`config.mk`:
```
export PLATFORM = sky130hd
export DESIGN_NAME = quad_flash_reader
export DESIGN_NICKNAME = d
export VERILOG_FILES = /design/src/rtl/qfr_pkg.sv /design/src/rtl/qfr_sck_gen.sv /design/src/rtl/qfr_line_drv.sv /design/src/rtl/qfr_nib_pack.sv /design/src/rtl/quad_flash_reader.sv
export SDC_FILE = /design/constraint.sdc
export NUM_CORES = 1
export LEC_CHECK = 0
export BUFFER_PORTS_ARGS = -buffer_cell sky130_fd_sc_hd__buf_2
export CORE_UTILIZATION = 40
export CTS_CLUSTER_SIZE = 30
export DETAILED_ROUTE_END_ITERATION = 16
export GPL_TIMING_DRIVEN = 1
export PLACE_DENSITY_LB_ADDON = 0.12
export SLEW_MARGIN = 10
export SYNTH_ARGS = -nofsm -noshare
export SYNTH_HDL_FRONTEND = slang
export SYNTH_SLANG_ARGS = --single-unit
export TNS_END_PERCENT = 20
```
`constraint.sdc`:
```
create_clock -name clk -period 1.9 [get_ports clk]
set_input_delay 0.475 -clock clk [delete_from_list [all_inputs] [get_ports clk]]
set_output_delay 0.475 -clock clk [all_outputs]
set_load 0.02 [all_outputs]
```
`src/rtl/qfr_pkg.sv`:
```
package qfr_pkg;

  typedef enum logic [2:0] {
    ST_IDLE,
    ST_CMD,
    ST_ADDR,
    ST_MODE,
    ST_DUMMY,
    ST_DATA,
    ST_GAP
  } qfr_state_e;

  // a mode byte keeps continuous sequencing when its halves are complements
  function automatic logic mode_keeps(input logic [7:0] m);
    return m[7:4] == ~m[3:0];
  endfunction

endpackage

```
`src/rtl/qfr_sck_gen.sv`:
```
// Serial clock divider: one rise per enabled low cycle, always falls next cycle.
module qfr_sck_gen (
  input  logic clk,
  input  logic rst_n,
  input  logic run,
  input  logic hold,
  output logic sck,
  output logic rise_now,
  output logic fall_now
);

  logic sck_q;

  always_ff @(posedge clk or negedge rst_n) begin
    if (!rst_n)                sck_q <= 1'b0;
    else if (sck_q)            sck_q <= 1'b0;
    else if (run && !hold)     sck_q <= 1'b1;
  end

  assign rise_now = !sck_q && run && !hold;
  assign fall_now = sck_q;
  assign sck      = sck_q;

endmodule

```
`src/rtl/qfr_line_drv.sv`:
```
// Selects what the host drives on the four lines for the current phase slot.
module qfr_line_drv
  import qfr_pkg::*;
#(
  parameter int          ADDR_W = 24,
  parameter logic [7:0]  OPCODE = 8'hEB,
  parameter int          CW     = 4
)(
  input  qfr_state_e        state,
  input  logic [CW-1:0]     slot,
  input  logic [ADDR_W-1:0] addr,
  input  logic [7:0]        mode,
  output logic [3:0]        io_out,
  output logic [3:0]        io_oe
);

  logic [7:0]        opc_sh;
  logic [ADDR_W-1:0] addr_sh;
  logic [7:0]        mode_sh;

  always_comb begin
    opc_sh  = OPCODE << slot;
    addr_sh = addr << {slot, 2'b00};
    mode_sh = mode << {slot, 2'b00};
    io_out  = 4'h0;
    io_oe   = 4'h0;
    case (state)
      ST_CMD: begin
        io_out = {3'b000, opc_sh[7]};
        io_oe  = 4'b0001;
      end
      ST_ADDR: begin
        io_out = addr_sh[ADDR_W-1 -: 4];
        io_oe  = 4'b1111;
      end
      ST_MODE: begin
        io_out = mode_sh[7:4];
        io_oe  = 4'b1111;
      end
      default: begin
        io_out = 4'h0;
        io_oe  = 4'h0;
      end
    endcase
  end

endmodule

```
`src/rtl/qfr_nib_pack.sv`:
```
// Joins sampled nibbles into bytes (first nibble high) and holds one byte for the stream.
module qfr_nib_pack (
  input  logic       clk,
  input  logic       rst_n,
  input  logic       nib_vld,
  input  logic [3:0] nib,
  output logic       out_valid,
  input  logic       out_ready,
  output logic [7:0] out_data
);

  logic       half_q;
  logic [3:0] hi_q;
  logic       valid_q;
  logic [7:0] data_q;

  always_ff @(posedge clk or negedge rst_n) begin
    if (!rst_n) begin
      half_q  <= 1'b0;
      hi_q    <= 4'h0;
      valid_q <= 1'b0;
      data_q  <= 8'h00;
    end else begin
      if (valid_q && out_ready) valid_q <= 1'b0;
      if (nib_vld) begin
        if (!half_q) begin
          hi_q   <= nib;
          half_q <= 1'b1;
        end else begin
          data_q  <= {hi_q, nib};
          valid_q <= 1'b1;
          half_q  <= 1'b0;
        end
      end
    end
  end

  assign out_valid = valid_q;
  assign out_data  = data_q;

endmodule

```
`src/rtl/quad_flash_reader.sv`:
```
module quad_flash_reader
  import qfr_pkg::*;
#(
  parameter int         ADDR_W      = 24,
  parameter int         CNT_W       = 16,
  parameter logic [7:0] OPCODE      = 8'hEB,
  parameter logic [7:0] EXIT_MODE   = 8'hFF,
  parameter int         DUMMY_PLAIN = 6,
  parameter int         DUMMY_ENH   = 4,
  parameter int         GAP_CYC     = 4
)(
  input  logic              clk,
  input  logic              rst_n,
  input  logic              req_valid,
  output logic              req_ready,
  input  logic [ADDR_W-1:0] req_addr,
  input  logic [CNT_W-1:0]  req_cnt_m1,
  input  logic              req_enh,
  input  logic [7:0]        req_mode,
  input  logic              dev_busy,
  output logic              dout_valid,
  input  logic              dout_ready,
  output logic [7:0]        dout_data,
  output logic              fl_cs_n,
  output logic              fl_sck,
  output logic [3:0]        fl_io_out,
  output logic [3:0]        fl_io_oe,
  input  logic [3:0]        fl_io_in
);

  localparam int CW   = 4;
  localparam int ANIB = ADDR_W / 4;
  localparam int NLW  = CNT_W + 1;
  localparam int GW   = $clog2(GAP_CYC + 1);

  qfr_state_e        state_q;
  logic [CW-1:0]     slot_q;
  logic [ADDR_W-1:0] addr_q;
  logic [7:0]        mode_q;
  logic              use_mode_q;
  logic              cont_q;
  logic [NLW-1:0]    nleft_q;
  logic [GW-1:0]     gap_q;

  logic              run, hold, sck_rise, sck_fall, accept;
  logic [CW-1:0]     dummy_last;

  assign req_ready  = (state_q == ST_IDLE) && !dev_busy;
  assign accept     = req_valid && req_ready;
  assign run        = (state_q != ST_IDLE) && (state_q != ST_GAP);
  assign hold       = (state_q == ST_DATA) && dout_valid && !dout_ready;
  assign dummy_last = use_mode_q ? CW'(DUMMY_ENH - 1) : CW'(DUMMY_PLAIN - 1);
  assign fl_cs_n    = (state_q == ST_IDLE) || (state_q == ST_GAP);

  // phase sequencing advances on the clock edge where SCK falls
  always_ff @(posedge clk or negedge rst_n) begin
    if (!rst_n) begin
      state_q    <= ST_IDLE;
      slot_q     <= '0;
      addr_q     <= '0;
      mode_q     <= 8'h00;
      use_mode_q <= 1'b0;
      cont_q     <= 1'b0;
      nleft_q    <= '0;
      gap_q      <= '0;
    end else begin
      case (state_q)
        ST_IDLE: begin
          if (accept) begin
            addr_q     <= req_addr;
            mode_q     <= req_enh ? req_mode : EXIT_MODE;
            use_mode_q <= req_enh || cont_q;
            nleft_q    <= {req_cnt_m1, 1'b1};
            slot_q     <= '0;
            state_q    <= cont_q ? ST_ADDR : ST_CMD;
          end
        end
        ST_CMD: if (sck_fall) begin
          if (slot_q == CW'(7)) begin
            slot_q  <= '0;
            state_q <= ST_ADDR;
          end else slot_q <= slot_q + 1'b1;
        end
        ST_ADDR: if (sck_fall) begin
          if (slot_q == CW'(ANIB - 1)) begin
            slot_q  <= '0;
            state_q <= use_mode_q ? ST_MODE : ST_DUMMY;
          end else slot_q <= slot_q + 1'b1;
        end
        ST_MODE: if (sck_fall) begin
          if (slot_q == CW'(1)) begin
            slot_q  <= '0;
            cont_q  <= mode_keeps(mode_q);
            state_q <= ST_DUMMY;
          end else slot_q <= slot_q + 1'b1;
        end
        ST_DUMMY: if (sck_fall) begin
          if (slot_q == dummy_last) begin
            slot_q  <= '0;
            state_q <= ST_DATA;
          end else slot_q <= slot_q + 1'b1;
        end
        ST_DATA: if (sck_fall) begin
          if (nleft_q == '0) begin
            gap_q   <= '0;
            state_q <= ST_GAP;
          end else nleft_q <= nleft_q - 1'b1;
        end
        ST_GAP: begin
          if (gap_q == GW'(GAP_CYC - 1)) state_q <= ST_IDLE;
          else                           gap_q   <= gap_q + 1'b1;
        end
        default: state_q <= ST_IDLE;
      endcase
    end
  end

  qfr_sck_gen u_sck (
    .clk      (clk),
    .rst_n    (rst_n),
    .run      (run),
    .hold     (hold),
    .sck      (fl_sck),
    .rise_now (sck_rise),
    .fall_now (sck_fall)
  );

  qfr_line_drv #(
    .ADDR_W (ADDR_W),
    .OPCODE (OPCODE),
    .CW     (CW)
  ) u_drv (
    .state  (state_q),
    .slot   (slot_q),
    .addr   (addr_q),
    .mode   (mode_q),
    .io_out (fl_io_out),
    .io_oe  (fl_io_oe)
  );

  qfr_nib_pack u_pack (
    .clk       (clk),
    .rst_n     (rst_n),
    .nib_vld   (sck_rise && (state_q == ST_DATA)),
    .nib       (fl_io_in),
    .out_valid (dout_valid),
    .out_ready (dout_ready),
    .out_data  (dout_data)
  );

endmodule

```
; After elaboration in Yosys (flattened, before gate mapping)
; Cells that the tools add are included.
[op_classes]
eq_ne = 27
bitwise_logic = 2
add_sub_neg = 3
n_reduce_logical = 31
mux = 43
n_shift = 3
[ops]
columns = cell, n
row1 = $mux 17, 3
row2 = $mux 3, 17
row3 = $mux 4, 9
row4 = $pmux 17 s2, 1
row5 = $shl 24x6->24, 1
row6 = $ne 2x2->1 const B, 11
row7 = $pmux 3 s7, 1
row8 = $pmux 4 s5, 1
row9 = $logic_not 17->1, 1
row10 = $sub 17x1->17 const B, 1
row11 = $pmux 4 s3, 1
row12 = $reduce_and 12->1, 1
row13 = $logic_and 1x1->1, 10
row14 = $eq 3x2->1 const B, 3
row15 = $eq 3x3->1 const B, 3
row16 = $eq 4x3->1 const B, 2
row17 = $mux 8, 1
row18 = $pmux 4 s2, 1
row19 = $reduce_and 4->1, 2
row20 = $shl 8x4->8 const A, 1
row21 = $shl 8x6->8, 1
row22 = $mux 1, 6
row23 = $ne 2x1->1 const B, 3
row24 = $pmux 3 s2, 1
row25 = 20 further kinds, 27
[totals]
in_bits = 58
register_bits = 76

; Logic depth before layout (Yosys ltp)
[logic_depth]
ltp_word = 7
ltp_mapped = 9
depth_no_buf = 8

; By module
; A second synthesis with hierarchy kept.
[unflattened]
cells_unflattened = 445
hier_area_um2 = 4438.0
[modules_own_cells]
columns = mod, area_per_inst_um2, instances, cells_each
row1 = quad_flash_reader, 3502.1, 1, 362
row2 = qfr_nib_pack, 515.5, 1, 31
row3 = qfr_line_drv, 372.9, 1, 48
row4 = qfr_sck_gen, 47.5, 1, 4

; Worst setup path after synthesis
; OpenSTA, ideal clock, no wires.
[synth_path]
path_type = reg-to-output
start = register state_q[1]
end = output fl_io_out[0]
t_required_ns = 1.425
slack_ns = -0.480
path_stages_with_launch = 8
path_buffers = 1
arrival_time_ns = 1.905
cell_sequence = dfrtp_1 > buf_2 > nor2b_1 > and3_1 > nand2_1 > nor2_1 > a31oi_1 > o21ai_0
[synth_via]
elab_chain_cells = 2
word_cells_on_any_way = 4
cone_classes = eq/ne: 3 / mux: 1
[synth_rtl]
columns = element, line_no
row1 = from (decl), quad_flash_reader.sv:36  ; qfr_state_e state_q;
row2 = from (signal assigned), quad_flash_reader.sv:75  ; state_q <= cont_q ? ST_ADDR : ST_CMD;
row3 = from (signal assigned), quad_flash_reader.sv:87  ; state_q <= use_mode_q ? ST_MODE : ST_DUMMY;
row4 = $eq 3x2->1 / $eq 3x1->1 (equally long branches), qfr_line_drv.sv:27  ; case (state)
row5 = $pmux 4 s3 *, qfr_line_drv.sv:27
row6 = to (decl), quad_flash_reader.sv:26  ; output logic [3:0] fl_io_out,
; Every way passes the cells marked *; elsewhere a longest branch is shown, timed or not.

; Worst setup path after layout
[layout_path]
start = register slot_q[0]
end = output fl_io_out[3]
[layout_via]
elab_chain_cells = 2
word_cells_on_any_way = 3
cone_classes = shift: 2 / mux: 1
[layout_rtl]
columns = element, line_no
row1 = from (decl), quad_flash_reader.sv:37  ; logic [CW-1:0] slot_q;
row2 = from (signal assigned), quad_flash_reader.sv:82  ; end else slot_q <= slot_q + 1'b1;
row3 = from (signal assigned), quad_flash_reader.sv:88  ; end else slot_q <= slot_q + 1'b1;
row4 = from (signal assigned), quad_flash_reader.sv:95  ; end else slot_q <= slot_q + 1'b1;
row5 = $shl 24x6->24 / $shl 8x6->8 (equally long branches), "qfr_line_drv.sv:23, qfr_line_drv.sv:24"
row6 = $pmux 4 s3 *, qfr_line_drv.sv:27
; Marked as above.

==> flow_summary.json <==
{
  "worstSetupPathType": "flip-flop to output pin",
  "cp_data_required_time_ns": 1.42,
  "grt_setup_unrepaired": "yes",
  "mappedNetlistNets": 471,
  "worst_pin_slew_ns": 0.361,
  "synthSimpleGateAreaFrac_pct": 13.6,
  "adder_cell_fraction_of_synth_area_pct": 2.15,
  "detailedPlacementHpwl_um": 6990,
  "dominant_cells_by_area_after_synthesis": "dfrtp_1, mux2_2, nor2_1, a21oi_1, o21ai_0",
  "initial_drt_pass_iterations": 5,
  "synth_top_area_share_pct": 46.7,
  "clk_latency_ns": 0.35,
  "first_iter_violations": 121,
  "clk_root_buffer_cell": "clkbuf_8",
  "critPathLaunchType": "flip-flop",
  "fin_nets": 589,
  "synth_warnings": 0,
  "postSynthAreaPerCell_um2": 10.0,
  "crit_arrival_ns": 1.78,
  "yosysTopAreaCell": "dfrtp_1",
  "r2r-start": "slot_q[0]$_DFFE_PN0P_",
  "holdBufCountCts": 0,
  "final_critical_path_setup_slack_ns": -0.353,
  "grt_start_max_net_pins": 53,
  "syn2layout_area_growth_pct": 32.5,
  "vias_per_cell": 5.16,
  "synth.area.mux_share_pct": 14.7,
  "timing.final.crit_share_pct": 119,
  "synth_seq_cells": 76,
  "violated_checks": "negative setup slack",
  "setup-tns-final_ns": -1.48,
  "grt_pass1_vias": 3276,
  "gr_ovfl_total": 0,
  "synthesis.instances": 406,
  "num_antenna_cells": 0,
  "core_mm2": 0.00982,
  "synth-compound-area-share_pct": 16.3,
  "cts.sink_count": 76,
  "port-buffer-count": 77,
  "holdCritPathClass": "input port to asynchronous set/reset pin",
  "stdcell_area_mm2": 0.00540,
  "timing.critical_path.fanout_max": 4,
  "post-place-ws_ns": -0.0995,
  "hold_viol": 0,
  "ff2ff_setup_slack_ns": -0.09,
  "cts_max_path_buffers": 2,
  "gp_routability_congestion": 0.835,
  "status": "complete, but fails checks",
  "netlist_area_mm2": 0.00407,
  "post-route-util_pct": 54.9,
  "r2r-end": "state_q[0]$_DFFE_PN0P_",
  "yosys.area_share.xor_xnor_pct": 1.29,
  "yosysUniqueCellTypes": 53,
  "finalHoldWorstSlack_ns": 0.0223,
  "detailed_place.area_mm2": 0.00496,
  "r2r_cells": 8,
  "setup_viol": 8,
  "cts_tree": "done",
  "maxSlewViolCount": 0,
  "die_w_um": 103,
  "global_route_wire_length_before_repair_um": 16000,
  "final.setup_skew_ns": 0.0137,
  "maxSlewHeadroom_pct": 75.9,
  "peakVddDrop_v": 0.000786,
  "crit_path_end_kind": "output pin",
  "routedWlPerCell_um": 14.6,
  "post-route-drc-count": 0,
  "clk_pin_slew_ns": 0.09,
  "cts_made_buffers": 9,
  "htreeDepth": 3,
  "postSynth.topFlopCell": "dfrtp_1",
  "combinational_family_with_the_most_area_after_synthesis": "compound AO/OA/AOI/OAI gates",
  "ratio_of_cells_with_drive_above_1_in_the_final_layout_pct": 44.8,
  "timing.fmax_mhz": 444,
  "ant_nets": 0,
  "synth_edf_count": 0,
  "grt.total_usage_pct": 19.9,
  "power.static_leakage_nw": 2.43,
  "die_area_mm2": 0.0106,
  "maxCapViolations": 0,
  "asyncSetResetFlopFracSynth_pct": 100,
  "final.min_clock_period_ns": 2.25,
  "die_height_um": 103,
  "pwr_density_cell_mw_per_mm2": 1610,
  "vias": 3415,
  "placement_rows": 36,
  "part_of_the_yosys_area_used_for_sequential_elements_pct": 46.7,
  "grt_antenna_before_repair": 0,
  "design.portCount": 78,
  "totalWireLength_um": 9680,
  "initial_core_utilization_pct": 41.5
}
==> sequential cells by signal, indices dropped and copies added, names as in the netlist, 3 cells and up <==
name / flops
state_q: 3
slot_q: 4
nleft_q: 17
mode_q: 8
gap_q: 3
u_pack.hi_q: 4
u_pack.out_data: 8
addr_q: 24
==> report_power, final <==
part	total (mW)	switching [mW]	internal, mW
Combinational	4.49	2.17	2.31
Clock	1.26	0.616	0.643
Sequential	2.91	0.544	2.37
==> area by class of cell <==
type | instances | area, um2
Fill cell | 919 | 4420
Multi-Input combinational cell | 284 | 2130
Sequential cell | 76 | 1900
Timing Repair Buffer | 135 | 930
Tap cell | 133 | 166
Clock buffer | 12 | 145
Inverter | 18 | 67.6
Clock inverter | 4 | 48.8
==> metrics by stage <==
stage | std cells | power (mW)
after floorplan | 406 | 5.47
final | 662 | 8.66
after CTS | 661 | 8.46
after detailed placement | 639 | 6.91
after global routing | 662 | 9.28
after global placement | 639 | 6.80
==> synthesized netlist by cell type (5+ instances only) <==
cell type  number
buf_2          12
mux2i_1         8
o21ai_0        31
nand2b_1        5
nor3_1         12
nor2b_1        10
ha_1            7
a21oi_1        31
mux2_2         38
a31oi_1        10
clkbuf_1        7
nand3_1         6
inv_1          18
xnor2_1         5
dfrtp_1        76
nor2_1         44
o22ai_1         6
nand2_1        15
==> how the worst max path moves through the flow <==
stage	startpoint	cells past startpoint	endpoint	slack, ns
2_1_floorplan	slot_q[1]$_DFFE_PN0P_	9	state_q[0]$_DFFE_PN0P_	-0.04
3_3_place_gp	slot_q[1]$_DFFE_PN0P_	8	state_q[0]$_DFFE_PN0P_	-0.11
3_5_place_dp	nleft_q[5]$_DFFE_PN0P_	5	nleft_q[12]$_DFFE_PN0P_	-0.1
4_1_cts	slot_q[0]$_DFFE_PN0P_	5	fl_io_out[2]	-0.35
5_1_grt	slot_q[0]$_DFFE_PN0P_	5	fl_io_out[3]	-0.45
6_report	slot_q[0]$_DFFE_PN0P_	5	fl_io_out[3]	-0.35
==> timing repair <==
action                     4_1_cts  5_1_grt
setup buffers                    6        1
pin swaps                        8        6
resized for setup               30       30
setup endpoints to repair       33       60
==> critical path, stage by stage (launching register included) <==
cell and delay, ns:
dfrtp_1 0.37, buf_6 0.13, mux4_2 0.53, a21oi_2 0.16, o22ai_2 0.10, buf_6 0.15
==> kinds of logic after synthesis <==
kind of cell / count (synthesis)
muxes: 50
buffers and inverters: 46
and+or+nand+nor: 112
xor gates and xnor gates: 6
adders and majority gates: 7
DFF: 76
AOI/OAI and AO/OA: 109
==> layer usage <==
metal	vias up	track usage [%]	routed length (um)
li1	1691	-	-
met1	1654	28.3	4760
met2	62	30.9	4480
met3	8	4.27	350
met4	0	4.88	95
met5	-	0	0
==> cells in the final DEF, fill, tap and decap left out, types with 11 or more instances in the layout <==
cell and count:
dfrtp_1 74, buf_2 70, buf_4 50, nor2_1 42, mux2_2 37, a21oi_1 24
o21ai_0 20, inv_1 16, nand2_1 15, o21ai_1 11, buf_6 11
Power figures use the tool's default switching activity.
